==> src/rtl/cdr_pkg.sv <==
package cdr_pkg;
    typedef enum logic [1:0] {
        VOTE_NONE = 2'b00,
        VOTE_UP   = 2'b01,
        VOTE_DN   = 2'b10
    } vote_e;
endpackage

==> src/rtl/cdr_edge_detect.sv <==
module cdr_edge_detect #(
    parameter int W = 16,
    localparam int CW = $clog2(W + 1)
) (
    input  logic          clk,
    input  logic          rst_n,
    input  logic [W-1:0]  din,
    input  logic [W-1:0]  edge_s,
    output logic [CW-1:0] early_cnt,
    output logic [CW-1:0] late_cnt
);
    typedef struct packed {
        logic last;
    } st_t;

    st_t st_d, st_q;
    logic prev;

    always_comb begin
        early_cnt = '0;
        late_cnt  = '0;
        prev      = st_q.last;
        for (int i = 0; i < W; i++) begin
            if (prev != din[i]) begin
                if (edge_s[i] == prev) early_cnt = early_cnt + CW'(1);
                else                   late_cnt  = late_cnt + CW'(1);
            end
            prev = din[i];
        end
        st_d.last = din[W-1];
    end

    always_ff @(posedge clk) begin
        if (!rst_n) st_q <= '0;
        else        st_q <= st_d;
    end

    // a word that repeats the stored bit everywhere yields no votes
    assert_flat_word_silent_R2: assert property (@(posedge clk) disable iff (!rst_n)
        (din == {W{st_q.last}}) |-> (early_cnt == '0 && late_cnt == '0));
endmodule

==> src/rtl/cdr_vote_decim.sv <==
module cdr_vote_decim
    import cdr_pkg::*;
#(
    parameter int W     = 16,
    parameter int DECIM = 4,
    localparam int CW   = $clog2(W + 1),
    localparam int NW   = (DECIM > 1) ? $clog2(DECIM) : 1,
    localparam int SW   = CW + NW + 2
) (
    input  logic          clk,
    input  logic          rst_n,
    input  logic [CW-1:0] early_cnt,
    input  logic [CW-1:0] late_cnt,
    output vote_e         vote,
    output logic          vote_vld
);
    typedef struct packed {
        logic [NW-1:0]        cnt;
        logic signed [SW-1:0] sum;
        vote_e                vote;
        logic                 vld;
    } st_t;

    st_t st_d, st_q;
    logic signed [SW-1:0] total;

    always_comb begin
        total = st_q.sum + $signed(SW'(early_cnt)) - $signed(SW'(late_cnt));
        st_d  = st_q;
        if (st_q.cnt == NW'(DECIM - 1)) begin
            st_d.cnt = '0;
            st_d.sum = '0;
            st_d.vld = 1'b1;
            if (total > 0)      st_d.vote = VOTE_UP;
            else if (total < 0) st_d.vote = VOTE_DN;
            else                st_d.vote = VOTE_NONE;
        end else begin
            st_d.cnt  = st_q.cnt + NW'(1);
            st_d.sum  = total;
            st_d.vld  = 1'b0;
            st_d.vote = VOTE_NONE;
        end
    end

    always_ff @(posedge clk) begin
        if (!rst_n) st_q <= '{cnt: '0, sum: '0, vote: VOTE_NONE, vld: 1'b0};
        else        st_q <= st_d;
    end

    assign vote     = st_q.vote;
    assign vote_vld = st_q.vld;

    generate
        if (DECIM > 1) begin : g_spacing
            // a group strobe is never followed directly by another
            assert_strobe_spacing_R5: assert property (@(posedge clk) disable iff (!rst_n)
                vote_vld |=> !vote_vld);
        end
    endgenerate
endmodule

==> src/rtl/cdr_pi_filter.sv <==
module cdr_pi_filter
    import cdr_pkg::*;
#(
    parameter int P      = 6,
    parameter int FRAC   = 8,
    parameter int INT_W  = 12,
    parameter int GAIN_W = 5,
    localparam int ACC_W = P + FRAC
) (
    input  logic              clk,
    input  logic              rst_n,
    input  vote_e             vote,
    input  logic              vote_vld,
    input  logic [GAIN_W-1:0] ki_shift,
    input  logic [GAIN_W-1:0] kp_shift,
    output logic [P-1:0]      code
);
    localparam logic signed [63:0] IMAX = (64'sd1 <<< (INT_W - 1)) - 64'sd1;
    localparam logic signed [63:0] IMIN = -(64'sd1 <<< (INT_W - 1));

    typedef struct packed {
        logic signed [INT_W-1:0] integ;
        logic [ACC_W-1:0]        ph;
    } st_t;

    st_t st_d, st_q;
    logic signed [63:0] mag_i, step_i, isum;
    logic [ACC_W-1:0]   step_p, iext;

    always_comb begin
        mag_i  = 64'sd1 <<< ki_shift;
        step_i = (vote == VOTE_UP) ? mag_i : (vote == VOTE_DN) ? -mag_i : 64'sd0;
        step_p = (vote == VOTE_UP) ? (ACC_W'(1) << kp_shift)
               : (vote == VOTE_DN) ? -(ACC_W'(1) << kp_shift) : '0;
        iext   = {{(ACC_W-INT_W){st_q.integ[INT_W-1]}}, st_q.integ};
        isum   = {{(64-INT_W){st_q.integ[INT_W-1]}}, st_q.integ} + step_i;
        st_d   = st_q;
        if (vote_vld) begin
            if (isum > IMAX)      st_d.integ = INT_W'(IMAX);
            else if (isum < IMIN) st_d.integ = INT_W'(IMIN);
            else                  st_d.integ = isum[INT_W-1:0];
            st_d.ph = st_q.ph + iext + step_p;
        end
    end

    always_ff @(posedge clk) begin
        if (!rst_n) st_q <= '0;
        else        st_q <= st_d;
    end

    assign code = st_q.ph[ACC_W-1 -: P];

    // phase moves only on a group strobe
    assert_phase_hold_R5: assert property (@(posedge clk) disable iff (!rst_n)
        !vote_vld |=> $stable(st_q.ph));
    // a tied group leaves the integral state alone
    assert_tie_keeps_integ_R4: assert property (@(posedge clk) disable iff (!rst_n)
        (vote_vld && vote == VOTE_NONE) |=> $stable(st_q.integ));
    // an up vote at the positive limit holds the limit
    assert_sat_top_R6: assert property (@(posedge clk) disable iff (!rst_n)
        (vote_vld && vote == VOTE_UP && st_q.integ == INT_W'(IMAX)) |=> st_q.integ == INT_W'(IMAX));
    // a down vote at the negative limit holds the limit
    assert_sat_bot_R6: assert property (@(posedge clk) disable iff (!rst_n)
        (vote_vld && vote == VOTE_DN && st_q.integ == INT_W'(IMIN)) |=> st_q.integ == INT_W'(IMIN));
endmodule

==> src/rtl/cdr_therm.sv <==
module cdr_therm #(
    parameter int P = 6,
    localparam int TW = (1 << P) - 1
) (
    input  logic [P-1:0]  code,
    output logic [TW-1:0] therm
);
    generate
        for (genvar i = 0; i < TW; i++) begin : g_bit
            assign therm[i] = (code > P'(i));
        end
    endgenerate
endmodule

==> src/rtl/cdr_bb_loop.sv <==
module cdr_bb_loop
    import cdr_pkg::*;
#(
    parameter int W      = 16,
    parameter int DECIM  = 4,
    parameter int P      = 6,
    parameter int FRAC   = 8,
    parameter int INT_W  = 12,
    parameter int GAIN_W = 5,
    localparam int TW    = (1 << P) - 1,
    localparam int CW    = $clog2(W + 1)
) (
    input  logic              clk,
    input  logic              rst_n,
    input  logic [W-1:0]      rx_data,
    input  logic [W-1:0]      rx_edge,
    input  logic [GAIN_W-1:0] ki_shift,
    input  logic [GAIN_W-1:0] kp_shift,
    input  logic [P-1:0]      kd_off,
    input  logic [P-1:0]      ka_off,
    output logic [TW-1:0]     bnd_therm,
    output logic [TW-1:0]     dat_therm,
    output logic [TW-1:0]     aux_therm
);
    logic [CW-1:0] early_cnt, late_cnt;
    vote_e         vote;
    logic          vote_vld;
    logic [P-1:0]  bcode;
    logic [P-1:0]  codes [3];
    logic [TW-1:0] therms [3];

    cdr_edge_detect #(.W(W)) u_det (
        .clk(clk), .rst_n(rst_n), .din(rx_data), .edge_s(rx_edge),
        .early_cnt(early_cnt), .late_cnt(late_cnt)
    );

    cdr_vote_decim #(.W(W), .DECIM(DECIM)) u_vote (
        .clk(clk), .rst_n(rst_n), .early_cnt(early_cnt), .late_cnt(late_cnt),
        .vote(vote), .vote_vld(vote_vld)
    );

    cdr_pi_filter #(.P(P), .FRAC(FRAC), .INT_W(INT_W), .GAIN_W(GAIN_W)) u_filt (
        .clk(clk), .rst_n(rst_n), .vote(vote), .vote_vld(vote_vld),
        .ki_shift(ki_shift), .kp_shift(kp_shift), .code(bcode)
    );

    always_comb begin
        codes[0] = bcode;
        codes[1] = bcode + kd_off;
        codes[2] = bcode + ka_off;
    end

    generate
        for (genvar k = 0; k < 3; k++) begin : g_dec
            cdr_therm #(.P(P)) u_therm (.code(codes[k]), .therm(therms[k]));
        end
    endgenerate

    assign bnd_therm = therms[0];
    assign dat_therm = therms[1];
    assign aux_therm = therms[2];

    // with phase and offsets steady, the offset outputs hold
    assert_offsets_steady_R8: assert property (@(posedge clk) disable iff (!rst_n)
        ($stable(bcode) && $stable(kd_off) && $stable(ka_off)) |-> ($stable(dat_therm) && $stable(aux_therm)));
endmodule

==> config.mk <==
export PLATFORM = sky130hd
export DESIGN_NAME = cdr_bb_loop
export DESIGN_NICKNAME = d
export VERILOG_FILES = /design/src/rtl/cdr_pkg.sv /design/src/rtl/cdr_edge_detect.sv /design/src/rtl/cdr_vote_decim.sv /design/src/rtl/cdr_pi_filter.sv /design/src/rtl/cdr_therm.sv /design/src/rtl/cdr_bb_loop.sv
export SDC_FILE = /design/constraint.sdc
export NUM_CORES = 1
export LEC_CHECK = 0
export BUFFER_PORTS_ARGS = -buffer_cell sky130_fd_sc_hd__buf_2
export CAP_MARGIN = 20
export CORE_AREA = 2 2 201 203
export DETAILED_ROUTE_END_ITERATION = 10
export DIE_AREA = 0 0 203 205
export MAX_ROUTING_LAYER = met4
export PLACE_DENSITY = 0.6
export SLEW_MARGIN = 20
export SYNTH_ARGS = -nofsm -noshare
export SYNTH_HDL_FRONTEND = slang
export SYNTH_SLANG_ARGS = --single-unit
==> constraint.sdc <==
create_clock -name clk -period 37 [get_ports clk]
set_input_delay 3.7 -clock clk [delete_from_list [all_inputs] [get_ports clk]]
set_output_delay 3.7 -clock clk [all_outputs]
set_load 0.1 [all_outputs]
Yosys cells after proc, flatten, opt, wreduce, memory -nomap -nowiden
Index checks and enable logic that the tools add are counted.
{"block": "totals", "in_bits": 56, "ff_bits": 41, "out_inout_bits": 189}
{"block": "op_classes", "addsub": 40, "bitwise": 2, "reduce_logical": 3, "shifts": 2, "eq_ne": 35, "n_mux": 73, "n_lt_le_gt_ge": 193}
{"op": "$gt 6x6->1 const B", "count": 93}
{"op": "$mux 5", "count": 62}
{"op": "$gt 6x5->1 const B", "count": 48}
{"op": "$add 5x1->5 const B", "count": 30}
{"op": "$gt 6x4->1 const B", "count": 24}
{"op": "$mux 64", "count": 2}
{"op": "$gt 6x3->1 const B", "count": 12}
{"op": "$add 64x64->64", "count": 1}
{"op": "$gt 64x12->1 const B", "count": 1}
{"op": "$lt 64x12->1 const B", "count": 1}
{"op": "$neg 64->64", "count": 1}
{"op": "$sshl 2x5->64 const A", "count": 1}
{"op": "$gt 6x1->1 const B", "count": 6}
{"op": "$gt 6x2->1 const B", "count": 6}
{"op": "$add 14x14->14", "count": 2}
{"op": "$mux 14", "count": 2}
{"op": "$mux 12", "count": 2}
{"op": "$eq 1x1->1", "count": 16}
{"op": "$ne 1x1->1", "count": 16}
{"op": "$neg 14->14", "count": 1}
{"op": "$shl 1x5->14 const A", "count": 1}
{"op": "$add 6x6->6", "count": 2}
{"op": "$add 9x6->9", "count": 1}
{"op": "$gt 9x1->1 const B", "count": 1}
{"op": "11 further kinds", "count": 16}

Logic depth before layout (Yosys ltp)
{"block": "depth", "depth_word": 53, "depth_mapped": 57, "depth_no_buf": 57}

By module
From an unflattened synthesis, not the netlist that was laid out.
{"block": "hier_totals", "hier_cells": 2379, "area_unflattened_um2": 16034.1}
{"module": "cdr_pi_filter", "area_each_um2": 8030.2, "n_inst": 1, "seq_area_each_um2": 520.5, "cells_each": 1218}
{"module": "cdr_edge_detect", "area_each_um2": 4838.4, "n_inst": 1, "seq_area_each_um2": 20.0, "cells_each": 696}
{"module": "cdr_therm", "area_each_um2": 635.6, "n_inst": 3, "seq_area_each_um2": 0.0, "cells_each": 109}
{"module": "cdr_vote_decim", "area_each_um2": 887.1, "n_inst": 1, "seq_area_each_um2": 280.3, "cells_each": 100}
{"module": "cdr_bb_loop", "area_each_um2": 371.6, "n_inst": 1, "seq_area_each_um2": 0.0, "cells_each": 38}

Worst setup path before layout
OpenSTA, ideal clock, no wires.
{"block": "synth_timing", "path_kind": "input to register", "start": "input rx_data[0]", "end": "register u_vote.st_q (netlist bit u_vote.vote[0])", "path_slack_ns": 22.547, "t_arrival_ns": 14.373, "cell_stages": 51, "setup_time_ns": 0.081, "cell_sequence": "buf_2 > xnor2_1 > ha_1 > a221o_2 > ha_1 > a22o_1 > ha_1 > nor2b_1 > nor2_1 > ha_1 > nand2_1 > o31ai_1 > ha_1 > a21boi_0 > a31oi_1 > o31a_1 > inv_1 > ha_1 > [... 15 more ...] > ha_1 > mux2_2 > ha_1 > mux2_2 > ha_1 > mux2i_1 > fa_1 > fa_1 > inv_1 > a21oi_1 > o21bai_1 > a21oi_1 > o21bai_1 > a21o_1 > a21oi_1 > xnor2_1 > nand2_1 > a41oi_1"}
{"block": "synth_via", "elab_chain_cells": 51}
{"item": "start: declaration", "line": "cdr_bb_loop.sv:15", "rtl": "input logic [W-1:0] rx_data,"}
{"item": "$ne 1x1->1", "line": "cdr_edge_detect.sv:24", "rtl": "if (prev != din[i]) begin"}
{"item": "$mux 5", "line": "cdr_edge_detect.sv:24"}
{"item": "$add 5x1->5", "line": "cdr_edge_detect.sv:25", "rtl": "if (edge_s[i] == prev) early_cnt = early_cnt + CW'(1);"}
{"item": "$mux 5", "line": "cdr_edge_detect.sv:25"}
{"item": "$mux 5", "line": "cdr_edge_detect.sv:24"}
{"item": "$add 5x1->5", "line": "cdr_edge_detect.sv:25"}
{"item": "$mux 5", "line": "cdr_edge_detect.sv:25"}
{"item": "$mux 5", "line": "cdr_edge_detect.sv:24"}
{"item": "[... 35 more ...]"}
{"item": "$mux 5", "line": "cdr_edge_detect.sv:24"}
{"item": "$add 5x1->5", "line": "cdr_edge_detect.sv:25"}
{"item": "$mux 5", "line": "cdr_edge_detect.sv:25"}
{"item": "$mux 5", "line": "cdr_edge_detect.sv:24"}
{"item": "$add 9x6->9", "line": "cdr_vote_decim.sv:28", "rtl": "total = st_q.sum + $signed(SW'(early_cnt)) - $signed(SW'(late_cnt));"}
{"item": "$sub 9x6->9 (*)", "line": "cdr_vote_decim.sv:28"}
{"item": "$gt 9x1->1 (*)", "line": "cdr_vote_decim.sv:34", "rtl": "if (total > 0) st_d.vote = VOTE_UP;"}
{"item": "$mux 1 (*)", "line": "cdr_vote_decim.sv:34"}
{"item": "end signal: assignment", "line": "cdr_vote_decim.sv:46", "rtl": "if (!rst_n) st_q <= '{cnt: '0, sum: '0, vote: VOTE_NONE, vld: 1'b0};"}
{"item": "end signal: assignment", "line": "cdr_vote_decim.sv:47", "rtl": "else st_q <= st_d;"}
{"item": "end: declaration", "line": "cdr_vote_decim.sv:24", "rtl": "st_t st_d, st_q;"}
Mark *: on every way between the ends. The rest lies on a longest branch, timed or not.
A chain may end at the register's enable or synchronous reset.

Worst setup path after layout
{"block": "layout_timing", "start": "input rx_edge[0]", "end": "register u_vote.st_q (netlist bit u_vote.vote[0])"}
{"block": "layout_via", "elab_chain_cells": 52}
{"item": "start: declaration", "line": "cdr_bb_loop.sv:16", "rtl": "input logic [W-1:0] rx_edge,"}
{"item": "$eq 1x1->1 (*)", "line": "cdr_edge_detect.sv:25"}
{"item": "$mux 1", "line": "cdr_edge_detect.sv:25"}
{"item": "$mux 5", "line": "cdr_edge_detect.sv:24"}
{"item": "$add 5x1->5", "line": "cdr_edge_detect.sv:25"}
{"item": "$mux 5", "line": "cdr_edge_detect.sv:25"}
{"item": "$mux 5", "line": "cdr_edge_detect.sv:24"}
{"item": "$add 5x1->5", "line": "cdr_edge_detect.sv:25"}
{"item": "$mux 5", "line": "cdr_edge_detect.sv:25"}
{"item": "[... 36 more ...]"}
{"item": "$mux 5", "line": "cdr_edge_detect.sv:24"}
{"item": "$add 5x1->5", "line": "cdr_edge_detect.sv:25"}
{"item": "$mux 5", "line": "cdr_edge_detect.sv:25"}
{"item": "$mux 5", "line": "cdr_edge_detect.sv:24"}
{"item": "$add 9x6->9", "line": "cdr_vote_decim.sv:28"}
{"item": "$sub 9x6->9 (*)", "line": "cdr_vote_decim.sv:28"}
{"item": "$gt 9x1->1 (*)", "line": "cdr_vote_decim.sv:34"}
{"item": "$mux 1 (*)", "line": "cdr_vote_decim.sv:34"}
Marked as above.

==> flow_summary_export.csv <==
group,metric,value,unit
run_status,status,"complete, no violations",
routing,avgRoutedWirePerCell,15.7,µm
timing,report.final.slew_viol_count,0,
routing,drc,0,
synth,dominantRegCellSynth,"sky130_fd_sc_hd__dfxtp_1",
power,clock_power_share,0.068,
routing,avgViaCountPerCell,5.45,
worst_setup_path,crit_path_max_fanout,6,
synth,synth-async-reset-ratio,0,
worst_setup_path,path_common_cell,"sky130_fd_sc_hd__ha_1",
job,timing.max_cap.violations,0,
floorplan,placement_rows,73,
global_routing,antenna_violations_before_repair,3,
clock_tree,insertion_delay,280,ps
timing,setup_clock_skew_after_layout,4.91,ps
floorplan,top_level_ports,245,
floorplan,floorplan.die_area,0.0416,mm²
worst_setup_path,launch_point_of_the_worst_reg_to_reg_path,"u_det.st_q",
worst_hold_path,hold_class,"flop to flop",
worst_hold_path,min_delay_path_depth,1,
power,powerDensity,41.5,mW/mm²
worst_setup_path,worst_path_max_delay_cell,"sky130_fd_sc_hd__fa_1",
global_routing,grt_start_max_net_pins,56,
synth,fraction_of_the_mapped_netlist_area_in_compound_gates,0.282,
layout,drive_above_1_share,0.160,
placed_design,dp.final_hpwl,34.3,mm
global_routing,wire_length_of_the_first_global_routing_pass,67.7,mm
layout,num-fill-cells,4150,
timing,layout_worst_path_cycle_share,0.411,
power,vdd_drop_max,0.0489,mV
placed_design,port_buffers,244,
routing,ant_nets,0,
placed_design,place_congestion,1.06,
clock_tree,clock-sinks,41,
synth,number_of_flops_mapped_to_enable_cells_by_yosys,0,
worst_setup_path,worstRegToRegCells,52,
timing,fin_tns_setup,0,ps
placed_design,post-place-ws,21490,ps
floorplan,placeableCoreArea,0.0394,mm²
power,p_comb_frac,0.847,
worst_setup_path,startpoint_type,"primary input",
timing,highest_achievable_clock_rate,65.7,MHz
power,power.switching_fraction,0.547,
synth,netlist-cell-type-count,94,
floorplan,fp.dieW,203,µm
worst_hold_path,hold_path_end,"u_vote.st_q[12]",
worst_setup_path,timing.critical_path.arrival,15430,ps
power,p_sw,349,µW
synth,synth_area_per_cell,6.78,µm²
synth,netlist_area,0.0136,mm²
floorplan,chipHeight,205,µm
synth,synth-simple-area-share,0.269,
synth,synthTopCellsByArea,"sky130_fd_sc_hd__ha_1 12%, sky130_fd_sc_hd__xnor2_1 7.3%, sky130_fd_sc_hd__a21oi_1 6.7%",
synth,synth_seq_cells,41,
synth,synth_largest_area_cell,"sky130_fd_sc_hd__ha_1",
worst_hold_path,worstHoldStart,"u_vote.st_q[12]",
layout,area_overhead_of_the_layout_relative_to_synthesis,13.0,%
clock_tree,ctsResizeCount,0,
worst_setup_path,r2r_end,"u_vote.vote[0]",
worst_setup_path,crit_type,"primary input to flop",
worst_setup_path,slowest_delay,490,ps
layout,layout.nets,2372,
worst_setup_path,crit_family,"adder cells",
clock_tree,clk_transition_reported_paths,60,ps
clock_tree,cts_hold_buf,0,
routing,drtPass1Iterations,7,
clock_tree,cts-root-to-sink-buffers,2,
clock_tree,tritoncts.num_buffers,5,
timing,timing.final.crit_period,15220,ps
synth,synth.mux.area_fraction,0.0256,
synth,ys_seq_area_frac,0.0603,
clock_tree,post-cts-setup-buffer-count,0,
synth,syn_inst,2006,
global_routing,grt_util_all_layers,0.201,
timing,final-hold-violation-count,0,
worst_setup_path,crit_required,37210,ps
power,p_seq_frac,0.085,
global_routing,first_global_vias,13600,
worst_setup_path,setup.worst_path.end_class,"flop",
synth,dominant_combinational_cell_family_by_area_after_synthesis,"compound AO/OA/AOI/OAI gates",
synth,synth-xor-area-share,0.144,
timing,final.setup.worst_slack,21780,ps
worst_setup_path,worst-path-buf-inv,3,
power,total_leakage_power,7.16,nW
timing,max_slew.worst_pin.slew,1080,ps
synth,synthesis_warning_total,0,
synth,synthDominantCellAreaShare,0.116,
floorplan,floorplan.initialDensity,0.346,
routing,detailed_route_via_count,14700,
synth,post_synth_fa_ha_maj_area_fraction,0.148,
clock_tree,buffer_type_at_the_clock_tree_root,"sky130_fd_sc_hd__clkbuf_16",
routing,routed_wl,42.2,mm
global_routing,grt-ovfl-total,0,
timing,remaining_max_slew_budget_at_the_tightest_pin,0.279,
clock_tree,tritoncts,"built",
power,cellInternalPower,289,µW
synth,synth.net_count,2210,
timing,setup_viol_count_final,0,
routing,first_iter_violations,1105,
layout,postLayoutCoreUtil,0.391,
worst_setup_path,worst-r2r-setup-slack,24810,ps
timing,rsz0062_at_grt,"no",
clock_tree,cts-htree-levels,2,
==> synthesized netlist by cell type (8+ instances only) <==
cell,number
sky130_fd_sc_hd__a2111oi_0,8
sky130_fd_sc_hd__a211oi_1,10
sky130_fd_sc_hd__a21boi_0,22
sky130_fd_sc_hd__a21o_1,54
sky130_fd_sc_hd__a21oi_1,181
sky130_fd_sc_hd__a311oi_1,9
sky130_fd_sc_hd__a31oi_1,24
sky130_fd_sc_hd__and2_1,34
sky130_fd_sc_hd__and3_1,17
sky130_fd_sc_hd__buf_1,9
sky130_fd_sc_hd__clkbuf_1,87
sky130_fd_sc_hd__dfxtp_1,41
sky130_fd_sc_hd__fa_1,22
sky130_fd_sc_hd__ha_1,126
sky130_fd_sc_hd__inv_1,152
sky130_fd_sc_hd__mux2_2,11
sky130_fd_sc_hd__mux2i_1,21
sky130_fd_sc_hd__nand2_1,219
sky130_fd_sc_hd__nand2b_1,39
sky130_fd_sc_hd__nand3_1,32
sky130_fd_sc_hd__nand3b_1,12
sky130_fd_sc_hd__nand4_1,35
sky130_fd_sc_hd__nor2_1,171
sky130_fd_sc_hd__nor2b_1,32
sky130_fd_sc_hd__nor3_1,46
sky130_fd_sc_hd__nor3b_1,9
sky130_fd_sc_hd__nor4_1,18
sky130_fd_sc_hd__o21a_1,20
sky130_fd_sc_hd__o21ai_0,137
sky130_fd_sc_hd__o21ai_1,8
sky130_fd_sc_hd__o21bai_1,32
sky130_fd_sc_hd__o22ai_1,22
sky130_fd_sc_hd__o31ai_1,16
sky130_fd_sc_hd__or2_2,13
sky130_fd_sc_hd__or3_1,16
sky130_fd_sc_hd__xnor2_1,113
sky130_fd_sc_hd__xor2_1,45
==> through the flow <==
stage,power (mW),hold WS (ps),instances,cell area [µm²]
after floorplan,0.508,399,2006,13600
after detailed placement,0.596,411,2686,15200
after global routing,0.717,449,2694,15400
after CTS,0.643,426,2693,15400
final,0.638,425,2696,15400
after global placement,0.583,409,2686,15200
==> cell type report <==
class,instances,area [µm²],area share
antenna,3,7.51,0.000488
clock buffer,7,143,0.00928
inverter,153,574,0.0374
multi-input combinational,1709,11800,0.770
sequential,41,822,0.0535
tap,525,657,0.0427
timing repair buffer,258,1330,0.0863
==> layer usage <==
metal,global-route usage,up-vias,routed length [µm],share of wire
met3,0.0113,59,1670,0.039
met2,0.385,426,21900,0.52
met5,-,-,0,0
met1,0.222,6768,17500,0.41
met4,0.0613,0,1180,0.028
li1,-,7428,-,-
==> power groups by stage <==
stage / Combinational, mW / Clock [mW] / Sequential, mW
5_1_grt: 0.615 / 0.0464 / 0.0550
6_report: 0.540 / 0.0433 / 0.0545
4_1_cts: 0.544 / 0.0445 / 0.0545
2_1_floorplan: 0.453 / 0 / 0.0550
3_5_place_dp: 0.541 / 0 / 0.0553
3_3_place_gp: 0.527 / 0 / 0.0552
==> flip-flops by register name, indices dropped and copies added (netlist names) <==
register and flops:
u_filt.code 6, u_det.st_q 1, u_vote.vote 2, u_filt.iext 12
u_vote.vote_vld 1, u_vote.st_q 11, u_filt.st_q 8
==> layout by cell type (no fill, tap or decap), types with 34 or more instances in the layout <==
cell,count
sky130_fd_sc_hd__nor2_1,171
sky130_fd_sc_hd__a21o_1,54
sky130_fd_sc_hd__nor3_1,45
sky130_fd_sc_hd__xor2_1,45
sky130_fd_sc_hd__inv_1,152
sky130_fd_sc_hd__buf_2,244
sky130_fd_sc_hd__nand4_1,35
sky130_fd_sc_hd__and2_1,34
sky130_fd_sc_hd__o21ai_0,137
sky130_fd_sc_hd__dfxtp_1,40
sky130_fd_sc_hd__nand2_1,219
sky130_fd_sc_hd__xnor2_1,110
sky130_fd_sc_hd__ha_1,126
sky130_fd_sc_hd__nand2b_1,39
sky130_fd_sc_hd__a21oi_1,181
==> how the worst max path moves through the flow <==
| stage | cells after the start | slack, ps | startpoint | end |
|---|---|---|---|---|
| 2_1_floorplan | 51 | 22550 | rx_data[0] | u_vote.vote[0] |
| 3_3_place_gp | 53 | 21910 | rx_edge[0] | u_vote.vote[0] |
| 3_5_place_dp | 53 | 21490 | rx_edge[0] | u_vote.vote[0] |
| 4_1_cts | 53 | 21750 | rx_edge[0] | u_vote.vote[0] |
| 5_1_grt | 53 | 21040 | rx_edge[0] | u_vote.vote[0] |
| 6_report | 53 | 21780 | rx_edge[0] | u_vote.vote[0] |
==> logic make-up (layout without fill, tap and decap cells) <==
family          count (synthesis)  count (layout)
simple gates                  735             735
compound gates                609             609
buf+inv                       256             418
xor+xnor                      184             184
fa+ha+maj                     148             148
flops                          41              41
mux                            33              33
other cells                     0               3
Note: power is estimated with default switching activity, not from simulation.
